File: config.mk
export PLATFORM = sky130hd
export DESIGN_NAME = sar_spi_reader
export DESIGN_NICKNAME = d
export VERILOG_FILES = /design/src/rtl/sar_rd_pkg.sv /design/src/rtl/sar_cmd_build.sv /design/src/rtl/sar_spi_engine.sv /design/src/rtl/sar_result_extract.sv /design/src/rtl/sar_spi_reader.sv
export SDC_FILE = /design/constraint.sdc
export NUM_CORES = 1
export LEC_CHECK = 0
export CORE_UTILIZATION = 25
export DETAILED_ROUTE_END_ITERATION = 7
export GPL_ROUTABILITY_DRIVEN = 1
export GPL_TIMING_DRIVEN = 1
export SLEW_MARGIN = 20
export SYNTH_ARGS = -nofsm -noshare
export SYNTH_HDL_FRONTEND = slang
export SYNTH_HIERARCHICAL = 1
export SYNTH_SLANG_ARGS = --single-unit
File: constraint.sdc
create_clock -name clk -period 4.6 [get_ports clk]
set_input_delay 0.92 -clock clk [delete_from_list [all_inputs] [get_ports clk]]
set_output_delay 0.92 -clock clk [all_outputs]
set_load 0.1 [all_outputs]
File: src/rtl/sar_rd_pkg.sv
// Shared constants, state type and variant helpers for the SAR ADC reader.
// Assumes the variant parameters are elaboration-time constants.
package sar_rd_pkg;

    localparam int RESULT_W = 16;

    typedef enum logic [1:0] {
        ENG_IDLE  = 2'd0,
        ENG_SHIFT = 2'd1,
        ENG_TAIL  = 2'd2
    } eng_state_e;

    // True when the input count / resolution pair is one the reader can serve.
    function automatic bit variant_ok(int n_inputs, int res_bits);
        bit count_ok;
        count_ok = (n_inputs == 1) || (n_inputs == 2) || (n_inputs == 4) || (n_inputs == 8);
        if (!count_ok) return 1'b0;
        if (res_bits == 10 || res_bits == 12) return 1'b1;
        return (res_bits == 13) && (n_inputs == 1);
    endfunction

    // Receive field length in bits: whole bytes, never below two bytes.
    function automatic int rx_field_bits(int res_bits);
        return (res_bits > 8) ? 8 * ((res_bits + 7) / 8) : 16;
    endfunction

endpackage

File: src/rtl/sar_cmd_build.sv
// Builds the command byte for the configured input count and flags whether
// the requested channel exists. Purely combinational; single-input variants
// produce an all-zero byte that the top never transmits.
module sar_cmd_build #(
    parameter int N_INPUTS = 8
) (
    input  logic [2:0] chan_i,
    input  logic       diff_i,
    output logic [7:0] cmd_o,
    output logic       chan_ok_o
);

    // Channel range check against the input count
    assign chan_ok_o = (int'(chan_i) < N_INPUTS);

    generate
        if (N_INPUTS == 2) begin : g_two
            // start marker at bit 4, single-ended flag at bit 3, channel at bit 2
            assign cmd_o = {3'b000, 1'b1, ~diff_i, chan_i[0], 2'b00};
        end else if (N_INPUTS > 2) begin : g_many
            // start marker at bit 6, single-ended flag at bit 5, channel at bits 4:2
            assign cmd_o = {1'b0, 1'b1, ~diff_i, chan_i, 2'b00};
        end else begin : g_none
            // receive-only variant: no command
            assign cmd_o = 8'h00;
        end
    endgenerate

endmodule

File: src/rtl/sar_spi_engine.sv
// Mode-0 SPI frame sequencer. On go it lowers chip select, shifts N_BITS
// bits out MSB first (MOSI changes while SCLK is low) and samples MISO on
// every rising SCLK edge. It holds chip select one more SCLK period after
// the last falling edge, then raises it and pulses fin. Assumes go only
// arrives while busy_o is low.
module sar_spi_engine
    import sar_rd_pkg::*;
#(
    parameter int CLK_DIV = 2,
    parameter int N_BITS  = 24
) (
    input  logic              clk,
    input  logic              rst_n,
    input  logic              go_i,
    input  logic [N_BITS-1:0] tx_i,
    input  logic              miso_i,
    output logic              cs_n_o,
    output logic              sclk_o,
    output logic              mosi_o,
    output logic              busy_o,
    output logic              fin_o,
    output logic [15:0]       rx_o
);

    localparam int CNT_W = ($clog2(2 * CLK_DIV) < 1) ? 1 : $clog2(2 * CLK_DIV);
    localparam int BIT_W = $clog2(N_BITS + 1);
    localparam logic [CNT_W-1:0] HALF_LAST = CNT_W'(CLK_DIV - 1);
    localparam logic [CNT_W-1:0] TAIL_LAST = CNT_W'(2 * CLK_DIV - 1);

    eng_state_e        st_q;
    logic [CNT_W-1:0]  cnt_q;
    logic [BIT_W-1:0]  left_q;
    logic [N_BITS-1:0] tx_q;
    logic [15:0]       rx_q;
    logic              cs_q;
    logic              sclk_q;
    logic              fin_q;

    assign cs_n_o = cs_q;
    assign sclk_o = sclk_q;
    assign mosi_o = tx_q[N_BITS-1] & ~cs_q;
    assign busy_o = (st_q != ENG_IDLE) | fin_q;
    assign fin_o  = fin_q;
    assign rx_o   = rx_q;

    // Frame sequencing: divider, bit counter, shift registers and select
    always_ff @(posedge clk) begin
        if (!rst_n) begin
            st_q   <= ENG_IDLE;
            cnt_q  <= '0;
            left_q <= '0;
            tx_q   <= '0;
            rx_q   <= '0;
            cs_q   <= 1'b1;
            sclk_q <= 1'b0;
            fin_q  <= 1'b0;
        end else begin
            fin_q <= 1'b0;
            case (st_q)
                ENG_IDLE: begin
                    if (go_i) begin
                        st_q   <= ENG_SHIFT;
                        cs_q   <= 1'b0;
                        cnt_q  <= '0;
                        left_q <= BIT_W'(N_BITS);
                        tx_q   <= tx_i;
                    end
                end
                ENG_SHIFT: begin
                    if (cnt_q == HALF_LAST) begin
                        cnt_q <= '0;
                        if (!sclk_q) begin
                            sclk_q <= 1'b1;
                            rx_q   <= {rx_q[14:0], miso_i};
                        end else begin
                            sclk_q <= 1'b0;
                            tx_q   <= tx_q << 1;
                            left_q <= left_q - BIT_W'(1);
                            if (left_q == BIT_W'(1)) begin
                                st_q <= ENG_TAIL;
                            end
                        end
                    end else begin
                        cnt_q <= cnt_q + CNT_W'(1);
                    end
                end
                ENG_TAIL: begin
                    if (cnt_q == TAIL_LAST) begin
                        cnt_q <= '0;
                        cs_q  <= 1'b1;
                        fin_q <= 1'b1;
                        st_q  <= ENG_IDLE;
                    end else begin
                        cnt_q <= cnt_q + CNT_W'(1);
                    end
                end
                default: st_q <= ENG_IDLE;
            endcase
        end
    end

endmodule

File: src/rtl/sar_result_extract.sv
// Maps the last two received bytes to the 16-bit result for the variant:
// right-aligned and zero-extended, or sign-extended for the 13-bit part.
// Purely combinational.
module sar_result_extract
    import sar_rd_pkg::*;
#(
    parameter int N_INPUTS = 8,
    parameter int RES_BITS = 12
) (
    input  logic [7:0]          b0_i,
    input  logic [7:0]          b1_i,
    output logic [RESULT_W-1:0] value_o
);

    logic [15:0] pair;
    assign pair = {b0_i, b1_i};

    generate
        if (N_INPUTS > 1 && RES_BITS == 10) begin : g_m10
            assign value_o = RESULT_W'(pair >> 6);
        end else if (N_INPUTS > 1) begin : g_m12
            assign value_o = RESULT_W'(pair >> 4);
        end else if (RES_BITS == 13) begin : g_s13
            logic [12:0] raw;
            assign raw     = 13'(pair & 16'h1FFF);
            assign value_o = {{(RESULT_W - 13){raw[12]}}, raw};
        end else if (RES_BITS == 10) begin : g_s10
            assign value_o = RESULT_W'((pair >> 3) & 16'h03FF);
        end else begin : g_s12
            assign value_o = RESULT_W'((pair >> 1) & 16'h0FFF);
        end
    endgenerate

endmodule

File: src/rtl/sar_spi_reader.sv
// Top of the SAR ADC reader. It accepts a start request while the frame
// engine is idle, checks the request against the compiled variant, and
// either rejects it with an error strobe or runs one SPI frame. After the
// frame it registers the extracted result and pulses done. Starts that
// arrive while a frame is in flight are dropped.
module sar_spi_reader
    import sar_rd_pkg::*;
#(
    parameter int N_INPUTS = 8,
    parameter int RES_BITS = 12,
    parameter int CLK_DIV  = 2
) (
    input  logic                clk,
    input  logic                rst_n,
    input  logic                start_i,
    input  logic [2:0]          chan_i,
    input  logic                diff_i,
    input  logic                miso_i,
    output logic                cs_n_o,
    output logic                sclk_o,
    output logic                mosi_o,
    output logic                done_o,
    output logic                error_o,
    output logic [RESULT_W-1:0] result_o
);

    localparam bit VARIANT_OK = variant_ok(N_INPUTS, RES_BITS);
    localparam int CMD_BITS   = (N_INPUTS > 1) ? 8 : 0;
    localparam int RX_BITS    = rx_field_bits(RES_BITS);
    localparam int N_BITS     = CMD_BITS + RX_BITS;

    logic [7:0]          cmd;
    logic                chan_ok;
    logic [N_BITS-1:0]   tx_word;
    logic                eng_busy;
    logic                eng_fin;
    logic [15:0]         eng_rx;
    logic [RESULT_W-1:0] ext_val;
    logic                accept;
    logic                go;
    logic                reject;
    logic                done_q;
    logic                err_q;
    logic [RESULT_W-1:0] res_q;

    sar_cmd_build #(.N_INPUTS(N_INPUTS)) u_cmd (
        .chan_i    (chan_i),
        .diff_i    (diff_i),
        .cmd_o     (cmd),
        .chan_ok_o (chan_ok)
    );

    generate
        if (CMD_BITS > 0) begin : g_tx_cmd
            assign tx_word = {cmd, RX_BITS'(0)};
        end else begin : g_tx_none
            logic unused_cmd;
            assign unused_cmd = ^cmd;
            assign tx_word    = '0;
        end
    endgenerate

    // Request qualification
    assign accept = start_i & ~eng_busy;
    assign go     = accept & VARIANT_OK & chan_ok;
    assign reject = accept & ~(VARIANT_OK & chan_ok);

    sar_spi_engine #(.CLK_DIV(CLK_DIV), .N_BITS(N_BITS)) u_eng (
        .clk    (clk),
        .rst_n  (rst_n),
        .go_i   (go),
        .tx_i   (tx_word),
        .miso_i (miso_i),
        .cs_n_o (cs_n_o),
        .sclk_o (sclk_o),
        .mosi_o (mosi_o),
        .busy_o (eng_busy),
        .fin_o  (eng_fin),
        .rx_o   (eng_rx)
    );

    sar_result_extract #(.N_INPUTS(N_INPUTS), .RES_BITS(RES_BITS)) u_ext (
        .b0_i    (eng_rx[15:8]),
        .b1_i    (eng_rx[7:0]),
        .value_o (ext_val)
    );

    // Completion strobe, error flag and result register
    always_ff @(posedge clk) begin
        if (!rst_n) begin
            done_q <= 1'b0;
            err_q  <= 1'b0;
            res_q  <= '0;
        end else begin
            done_q <= eng_fin | reject;
            err_q  <= reject;
            if (eng_fin) begin
                res_q <= ext_val;
            end
        end
    end

    assign done_o   = done_q;
    assign error_o  = err_q;
    assign result_o = res_q;

endmodule

**Yosys cells after proc, flatten, opt, wreduce, memory -nomap -nowiden**

Cells that the tools add are included.

- Reduce and logical (&&, ||, !) cells: 12
- Bitwise operators: 7
- Mux-type cells: 23
- $add $sub $neg: 2
- Eq/ne operators: 10

Operator list:

| cell | number |
|---|---|
| $mux 24 | 3 |
| $pmux 24 s2 | 1 |
| $mux 2 | 8 |
| $mux 5 | 3 |
| $pmux 2 s3 | 2 |
| $pmux 5 s2 | 1 |
| $ne 2x1->1 const B | 4 |
| $reduce_and 2->1 | 3 |
| $reduce_and 3->1 | 2 |
| $reduce_bool 2->1 | 3 |
| $eq 5x1->1 const B | 1 |
| $reduce_and 5->1 | 1 |
| $sub 5x1->5 const B | 1 |
| $eq 2x1->1 const B | 2 |
| $eq 2x2->1 const B | 2 |
| $mux 1 | 4 |
| $not 1->1 | 4 |
| $reduce_and 4->1 | 1 |
| $reduce_bool 3->1 | 1 |
| $add 2x1->2 const B | 1 |
| $and 1x1->1 | 2 |
| $logic_not 2->1 | 1 |
| $ne 2x2->1 const B | 1 |
| $pmux 1 s2 | 1 |
| $or 1x1->1 | 1 |

- Input bits: 8
- Output and inout port bits: 21
- Register bits after elaboration: 65

**Logic depth before layout (Yosys ltp)**

Gate-level depths: netlist of run 1.

- Depth after elaboration: 6
- Mapped depth: 10
- Depth with buffers taken out: 8

**Cells and area by module**

Netlist of run 1, hierarchy kept.

Modules (own cells, without submodules):

| module | instances | area an instance (µm²) | cells an instance | sequential area each (µm²) |
|---|---|---|---|---|
| sar_spi_engine | 1 | 2483.6 | 265 | 1041.0 |
| sar_spi_reader | 1 | 689.4 | 57 | 360.3 |
| sar_result_extract | 1 | 123.9 | 17 | 0.0 |
| sar_cmd_build | 1 | 71.3 | 11 | 0.0 |

**Worst setup path after synthesis of run 1**

No wires, ideal clock.

- Path type: reg2out
- From: register u_eng.cs_q (netlist: u_eng/cs_n_o)
- To: output mosi_o
- Arrival time: 2.135 ns
- Stages on the path, launching flop included: 2
- Setup slack: 1.545 ns
- Cells stage by stage: dfxtp_1 nor2b_1

- Word-level cells in the longest chain between the ends: 2

Ends and longest elaborated chain:

| element | line | text |
|---|---|---|
| from (decl) | sar_spi_engine.sv:35 | `logic cs_q;` |
| from (signal assigned) | sar_spi_engine.sv:54 | `cs_q <= 1'b1;` |
| from (signal assigned) | sar_spi_engine.sv:63 | `cs_q <= 1'b0;` |
| from (signal assigned) | sar_spi_engine.sv:90 | `cs_q <= 1'b1;` |
| $not 1->1 | sar_spi_engine.sv:41 | `assign mosi_o = tx_q[N_BITS-1] & ~cs_q;` |
| $and 1x1->1 | sar_spi_engine.sv:41 |  |
| to (decl) | sar_spi_reader.sv:21 | `output logic mosi_o,` |

No other way between the ends.

**Worst setup path in the final report of run 1**

Same ends and word-level chain as after synthesis.

==> results.toml, run 1 <==
[setup_path]
crit_required_ps = 3680
critPathLaunchType = "flip-flop"
slowest_stage = "clkdlybuf4s50_1"
rr_endpoint = "u_eng/tx_q[22]"
path_cells = "nor2b_1 > clkdlybuf4s50_1"
endpoint_kind = "output port"
criticalPathCategory = "reg2out"
reg2regPathDepth = 6
worst_ep_arrival_time_ps = 1970
cpPeakStageDelay_ps = 1140
reg2reg_from = "u_eng/fin_o"
reg2reg_setup_slack_ps = 2190
cp_max_fo = 4

[final_layout]
utilization = 0.300
layout-area-overhead-vs-synth_pct = 17.5
layout_common_cells = "dfxtp_1 (70), nand2_1 (59), mux2i_1 (41), clkdlybuf4s50_1 (27), conb_1 (25)"
fin_nets = 382
finalInstanceArea_sq_mm = 0.00396
final_common_cell = "dfxtp_1"
layout-drive-gt1-share = 0.0647
fin_cells = 547
n_antenna_cell = 0

[cts]
cts.htree.levels = 3
cts.path.max_buffers = 2
cts_hold_buf = 0
postCtsSetupBuffers = 0
cts-root-buf = "clkbuf_16"
clk_latency_ps = 340
numCtsBuffers = 9
post_cts_resized = 0
clkSinkCount = 70
tritoncts = "built"
path_clk_slew_ps = 60

[place]
dpl_cell_area_sq_mm = 0.00363
place_inst = 531
dp.final_hpwl_mm = 3.49
place.gp.congestion = 0.722
portBuffers = 28
pre_cts_ws_ps = 1830

[yosys]
synth_area_leaders = "dfxtp_1 (42%), mux2i_1 (12%), o211a_1 (6.8%), nand2_1 (6.6%), buf_4 (5.6%)"
ys_ff_latch = 70
synth.avg_cell_area_sq_um = 9.62
ys_seq_area_frac = 0.416
syn_area_sq_mm = 0.00337
synth_cells = 350
synth_ff_type = "dfxtp_1"
synth_edf_count = 0
yosysWarnings = 6
synth_cell_type_count = 42
synth_top_area_frac = 0.416
synthArstFlopShare = 0
synth_top_cell_by_area = "dfxtp_1"

[floorplanning]
die_h_um = 118
design.core.area_sq_mm = 0.0132
die_area_sq_mm = 0.0139
die_width_um = 118
rows = 42
io_pins = 29
initial_utilization = 0.255

[drt]
route.detailed.drc = 0
routed_wl_mm = 5.46
routed_via_density = 4.11
drt_iter0_drc = 95
wire_per_inst_um = 9.97
vias = 2246
antenna_left = 0
drt-pass1-iter-count = 4

[grt]
antenna_found_initial = 0
grt.total_usage = 0.0851
grt_first_pass_wirelength_mm = 9.52
grt_pass1_vias = 2047
grt_max_degree = 72
grt_overflow = 0

[power_and_ir_drop]
p_comb_frac = 0.252
power.leakage_nw = 1.64
seqPwrFrac = 0.376
p_switching_uw = 626
total_power_mw = 2.04
power.density_mw_per_mm2 = 515
sw_frac_of_total = 0.308
ir_worst_vdd_v = 0.000257
p_int_mw = 1.41
p_clk_frac = 0.371

[sta]
fin_skew_ps = 6.39
period_minus_slack_ps = 2890
fin_setup_tns_ps = 0
rsz0062_at_grt = "false"
worst_slack_ps = 1710
hold_viol = 0
maxSlewViolCount = 0
period_share = 0.628
tightest_slew_ps = 1000
max_freq_mhz = 346
slew-limit-headroom = 0.331
setup_viol = 0
whs_ps = 463

[worst_hold_path]
holdPathEnd = "u_eng/rx_o[1]"
hp-start = "u_eng/rx_o[0]"
hold_path.class = "reg2reg"
hold_path_depth = 2

[run]
max_cap_viol_count = 0

[run_status]
status = "complete, no violations"
[metal layers]
layer,up-vias,track usage,share of wire
met4,0,0.0288,0.012
met3,8,0.0383,0.048
li1,1163,-,-
met2,42,0.132,0.45
met1,1033,0.104,0.49
met5,-,0,0
[cell usage after synthesis, drive strengths merged (4+ instances only)]
cell	instances
a21boi	22
a21oi	6
buf	40
clkbuf	6
conb	4
dfxtp	70
ha	8
inv	14
mux2i	42
nand2	59
nor2b	19
o211a	23
o21ai	4
[final cells by class]
type                    instances  area (sq um)
flip-flops and latches         70          1400
fillers                      1345          9230
clock buffers                   9           225
multi-input cells             241          1660
inverters                      14          52.6
repair buffers                 30           293
well taps                     176           220
clock inverters                 7           104
[flip-flops by register name, summed over array words and instances (netlist names)]
| name | count |
|---|---|
| u_eng/tx_q | 24 |
| result_o | 16 |
| u_eng/rx_o | 16 |
| u_eng/left_q | 5 |
| u_eng/cnt_q | 2 |
| u_eng/st_q | 2 |
| done_o | 1 |
| error_o | 1 |
| u_eng/cs_n_o | 1 |
| u_eng/fin_o | 1 |
| u_eng/sclk_o | 1 |
[critical path: cells and delay by family (launching register included)]
| kind | cells | cell delay (ps) |
|---|---|---|
| buf+inv | 1 | 1140 |
| flops | 1 | 360 |
| simple gates | 1 | 130 |
[how the worst max path moves through the flow]
stage | start | end | slack (ps) | cells past startpoint
after detailed placement | start_i | u_eng/left_q[0] | 1830 | 7
after CTS | u_eng/cs_n_o | mosi_o | 1690 | 2
final | u_eng/cs_n_o | mosi_o | 1710 | 2
after floorplan | u_eng/cs_n_o | mosi_o | 1540 | 1
after global placement | start_i | u_eng/tx_q[22] | 1860 | 7
after global routing | u_eng/cs_n_o | mosi_o | 1660 | 2
[power by group through the flow]
stage | clock, mW | combinational, mW | sequential (mW)
4_1_cts | 0.781 | 0.519 | 0.767
6_report | 0.756 | 0.514 | 0.766
2_1_floorplan | 0 | 0.435 | 0.805
3_3_place_gp | 0 | 0.505 | 0.776
5_1_grt | 0.812 | 0.575 | 0.781
3_5_place_dp | 0 | 0.517 | 0.780
[kinds of logic (layout without fill, tap and decap cells)]
family          count (synthesis)  in the layout  synth area share
compound gates                 65             65             0.160
xor+xnor                        3              3           0.00780
fa+ha+maj                       8              8            0.0297
buf+inv                        60             60             0.114
flops                          70             70             0.416
mux                            42             42             0.129
other cells                     4             25           0.00446
simple gates                   98             98             0.140
Power figures use the tool's default switching activity.
==> inputs of run 2 (changes only) <==
- clock period: 4.6 -> 2.45 ns (I/O delays scaled with it)
==> run 2 against run 1 <==
Clock-buffer cell count stayed put. Clock power grew 85%. Critical path depth rose by 4. Sequential power increased by 88%. Non-clock buffer count increased by 5. Clock skew hardly changed. Register-to-register slack worse by 1600 ps. Wire length down 0.26%. Worst setup slack got worse by 1100 ps. Critical path type is now reg2reg. Largest power group unchanged. Highest routed layer unchanged.
==> results.toml, run 2 (synthesized netlist as in run 1, its figures left out) <==
[setup_path]
worst_ep_arrival_time_ps = 2120
slowest_stage = "buf_4"
criticalPathCategory = "reg2reg"
cpPeakStageDelay_ps = 460
cp_max_fo = 27
endpoint_kind = "flip-flop"
path_cells = "inv_1 > ha_1 > buf_4 > o41ai_1 > nand3_1 > mux2i_1"
critPathLaunchType = "flip-flop"
crit_required_ps = 2720

[drt]
drt-pass1-iter-count = 4
drt_iter0_drc = 149
wire_per_inst_um = 9.86
route.detailed.drc = 0
routed_via_density = 4.09
antenna_left = 0
routed_wl_mm = 5.44
vias = 2260

[place]
portBuffers = 28
place_inst = 536
place.gp.congestion = 0.735
dp.final_hpwl_mm = 3.54

[cts]
cts.path.max_buffers = 2
post_cts_resized = 0
clk_latency_ps = 330
clkSinkCount = 70
numCtsBuffers = 9
postCtsSetupBuffers = 0
cts.htree.levels = 3
cts-root-buf = "clkbuf_16"
tritoncts = "built"
cts_hold_buf = 0
path_clk_slew_ps = 60

[power_and_ir_drop]
p_clk_frac = 0.365
power.density_mw_per_mm2 = 968
p_comb_frac = 0.260
p_switching_mw = 1.16
sw_frac_of_total = 0.303
ir_worst_vdd_v = 0.000607
power.leakage_nw = 1.70
seqPwrFrac = 0.374
p_int_mw = 2.68

[sta]
fin_setup_tns_ps = 0
period_minus_slack_ps = 1850
hold_viol = 0
fin_skew_ps = 5.91
tightest_slew_ps = 594
rsz0062_at_grt = "false"
maxSlewViolCount = 0
max_freq_mhz = 540
setup_viol = 0
slew-limit-headroom = 0.604
period_share = 0.755

[worst_hold_path]
hold_path.class = "reg2reg"

[grt]
grt_pass1_vias = 2074
grt_first_pass_wirelength_mm = 9.53
grt_overflow = 0
grt_max_degree = 72
antenna_found_initial = 0
grt.total_usage = 0.0845

[floorplanning]
rows = 42
design.core.area_sq_mm = 0.0132
die_width_um = 118
initial_utilization = 0.255
die_area_sq_mm = 0.0139
die_h_um = 118
io_pins = 29

[final_layout]
final_common_cell = "dfxtp_1"
largest_register_ff_count = 24
n_antenna_cell = 0
fillers = 1382
fin_nets = 387
layout_common_cells = "dfxtp_1 (70), nand2_1 (59), mux2i_1 (41), buf_4 (26), conb_1 (25)"
layout-area-overhead-vs-synth_pct = 17.8
top_register = "u_eng/tx_q"
layout-drive-gt1-share = 0.136
fin_cells = 552

[run_status]
status = "complete, no violations"

[run]
max_cap_viol_count = 0
-- run 2: cell count changes in the layout (fill, tap and decap cells not counted), sizes merged --
cell and change:
buf +26, clkdlybuf4s50 -21, clkinv -1, clkinvlp +1
-- run 2: final timing paths --
check                startpoint       endpoint  slack [ps]  cells after the start
setup / recovery  u_eng/st_q[1]  u_eng/st_q[0]         600                      6
hold / removal    u_eng/rx_o[1]  u_eng/rx_o[2]         460                      2
setup reg to reg  u_eng/st_q[1]  u_eng/st_q[0]         600                      6
hold reg to reg   u_eng/rx_o[1]  u_eng/rx_o[2]         460                      2
-- run 2: power by group through the flow --
stage               sequential [mW]  clock [mW]  combinational, mW
floorplan                      1.51           0              0.818
detailed placement             1.47           0               1.01
global route                   1.46        1.49               1.11
CTS                            1.44        1.45               1.01
finish                         1.44        1.40              0.999
global placement               1.46           0              0.987
-- run 2: final cells by class --
type	count	area [sq um]	area share
repair buffers	35	300	0.0757
multi-input cells	241	1660	0.420
well taps	176	220	0.0555
flip-flops and latches	70	1400	0.353
clock inverters	7	103	0.0259
clock buffers	9	225	0.0568
inverters	14	52.6	0.0132
-- run 2: routing by layer --
| metal | GRT usage | routed length [um] | vias up |
|---|---|---|---|
| met5 | 0 | 0 | - |
| li1 | - | - | 1173 |
| met2 | 0.124 | 2350 | 50 |
| met1 | 0.110 | 2740 | 1026 |
| met4 | 0.0433 | 119 | 0 |
| met3 | 0.0281 | 236 | 11 |
-- run 2: per-stage QoR --
| stage | cell area, sq um | util | power, mW | setup WS (ps) | hold slack (ps) |
|---|---|---|---|---|---|
| 2_1_floorplan | 3450 | - | 2.33 | 347 | 441 |
| 3_3_place_gp | 3640 | 0.276 | 2.45 | 381 | 445 |
| 3_5_place_dp | 3640 | 0.276 | 2.47 | 381 | 456 |
| 4_1_cts | 3970 | 0.301 | 3.90 | 569 | 465 |
| 5_1_grt | 3970 | 0.301 | 4.07 | 437 | 487 |
| 6_report | 3970 | 0.301 | 3.84 | 599 | 459 |
-- run 2: critical path, delay by kind of cell, from the launching register on --
family	cells	cell delay [ps]
AO/OA/AOI/OAI	1	170
buffers and inverters	2	550
adder cells (fa/ha/maj)	1	410
multiplexers	1	180
flip-flops	1	310
AND/OR/NAND/NOR	1	150
==> inputs of run 3 (changes only) <==
- clock period: 2.45 -> 1.75 ns (I/O delays scaled with it)
==> run 3 against run 2 <==
Die area unchanged. Wire length increased by 9.5%. Final cell count increased by 2.0%. Clock-buffer cell count increased by 2. Sequential power increased by 42%. Clock power increased by 29%. Power increased by 46%. Register-to-register slack got worse by 580 ps. Worst setup slack got worse by 580 ps. Non-clock buffer count increased by 11. Critical path type unchanged.
==> results.toml, run 3 (synthesized netlist as in run 1, its figures left out) <==
[drt]
routed_via_density = 4.12
antenna_left = 0
wire_per_inst_um = 10.6
routed_wl_mm = 5.96
vias = 2321
drt_iter0_drc = 94
drt-pass1-iter-count = 6
route.detailed.drc = 0

[final_layout]
layout-drive-gt1-share = 0.186
layout-area-overhead-vs-synth_pct = 30.1
fin_nets = 398
utilization = 0.332
finalInstanceArea_sq_mm = 0.00438
final_common_cell = "dfxtp_1"
top_register = "u_eng/tx_q"
n_antenna_cell = 0
layout_common_cells = "dfxtp_1 (67), nand2_1 (59), mux2i_1 (41), buf_12 (25), conb_1 (25)"
fillers = 1340
largest_register_ff_count = 24

[sta]
whs_ps = 464
setup_viol = 0
maxSlewViolCount = 0
period_share = 0.987
rsz0062_at_grt = "true"
worst_slack_ps = 22.1
fin_skew_ps = 5.74
max_freq_mhz = 579
period_minus_slack_ps = 1730
hold_viol = 0

[setup_path]
critPathLaunchType = "flip-flop"
criticalPathCategory = "reg2reg"
cp_max_fo = 5
crit_required_ps = 1980
reg2regPathDepth = 8
endpoint_kind = "flip-flop"
reg2reg_from = "u_eng/st_q[1]"
rr_endpoint = "u_eng/left_q[2]"
worst_ep_arrival_time_ps = 1960
reg2reg_setup_slack_ps = 20

[cts]
cts_hold_buf = 0
numCtsBuffers = 9
clkSinkCount = 70
clk_latency_ps = 330
cts.path.max_buffers = 2
path_clk_slew_ps = 60
cts-root-buf = "clkbuf_16"
cts.htree.levels = 3
tritoncts = "built"

[floorplanning]
die_area_sq_mm = 0.0139
die_width_um = 118
initial_utilization = 0.255
design.core.area_sq_mm = 0.0132
die_h_um = 118
io_pins = 29
rows = 42

[grt]
grt_max_degree = 72
grt.total_usage = 0.0906
grt_pass1_vias = 2265
grt_first_pass_wirelength_mm = 10.1
grt_overflow = 0
antenna_found_initial = 0

[power_and_ir_drop]
power.leakage_nw = 1.83
ir_worst_vdd_v = 0.000707
power.density_mw_per_mm2 = 1280

[place]
place.gp.congestion = 0.757
portBuffers = 28
dpl_cell_area_sq_mm = 0.00401
pre_cts_ws_ps = -169
dp.final_hpwl_mm = 3.90

[worst_hold_path]
holdPathEnd = "u_eng/rx_o[1]"
hold_path_depth = 2
hold_path.class = "reg2reg"
hp-start = "u_eng/rx_o[0]"

[run_status]
status = "complete, no violations"

[run]
max_cap_viol_count = 0
-- run 3: changes by cell type in the layout (fill, tap and decap cells not counted), sizes merged --
cell,delta
clkbuf,+3
bufinv,-1
inv,-3
clkinv,+1
buf,+10
clkinvlp,+1
-- run 3: area by class of cell --
class,count,area [sq um],share of cell area
clock inverter,5,58.8,0.0134
sequential,70,1410,0.321
tap,176,220,0.0503
clock buffer,11,243,0.0554
multi-input combinational,241,1700,0.389
inverter,14,55.1,0.0126
timing repair buffer,46,696,0.159
-- run 3: power by group --
group	total (mW)	switching [mW]	internal, mW
Combinational	1.74	0.873	0.862
Clock	1.81	0.670	1.14
Sequential	2.04	0.181	1.86
-- run 3: stage by stage --
step / power, mW / setup TNS [ps] / cells
3_3_place_gp: 3.61 / -3300 / 545
4_1_cts: 5.53 / 0 / 561
2_1_floorplan: 3.30 / -1040 / 371
5_1_grt: 5.92 / -769 / 563
6_report: 5.59 / 0 / 563
3_5_place_dp: 3.67 / -4070 / 545
-- run 3: worst max path at each step --
| stage | startpoint | endpoint | slack [ps] | depth (start not counted) |
|---|---|---|---|---|
| 2_1_floorplan | u_eng/cs_n_o | mosi_o | -210 | 1 |
| 3_3_place_gp | start_i | u_eng/tx_q[21] | -130 | 7 |
| 3_5_place_dp | start_i | u_eng/tx_q[21] | -170 | 7 |
| 4_1_cts | u_eng/st_q[1] | u_eng/tx_q[21] | 6 | 9 |
| 5_1_grt | u_eng/st_q[1] | u_eng/left_q[2] | -80 | 8 |
| 6_report | u_eng/st_q[1] | u_eng/left_q[2] | 20 | 8 |
-- run 3: worst max-delay path, stage by stage (launching register included) --
cell      delay [ps]
dfxtp_2          340
inv_4             70
ha_4             150
nand2b_4          50
and3b_2          290
mux2i_4          120
nor3b_1          300
xor2_1           120
and3_1           190
-- run 3: repair_timing --
action | in CTS | in global routing
endpoints found under the setup margin | 0 | 41
buffers inserted | 0 | 1
hold endpoints to repair | 0 | 0
resized for setup | 0 | 11
-- run 3: metal layers --
metal  routed length, um  vias to the layer above  track usage
met5                   0                        -            0
met3                 276                        9       0.0407
met4                  74                        0       0.0337
met1                2780                     1067        0.104
li1                    -                     1198            -
met2                2820                       47        0.148
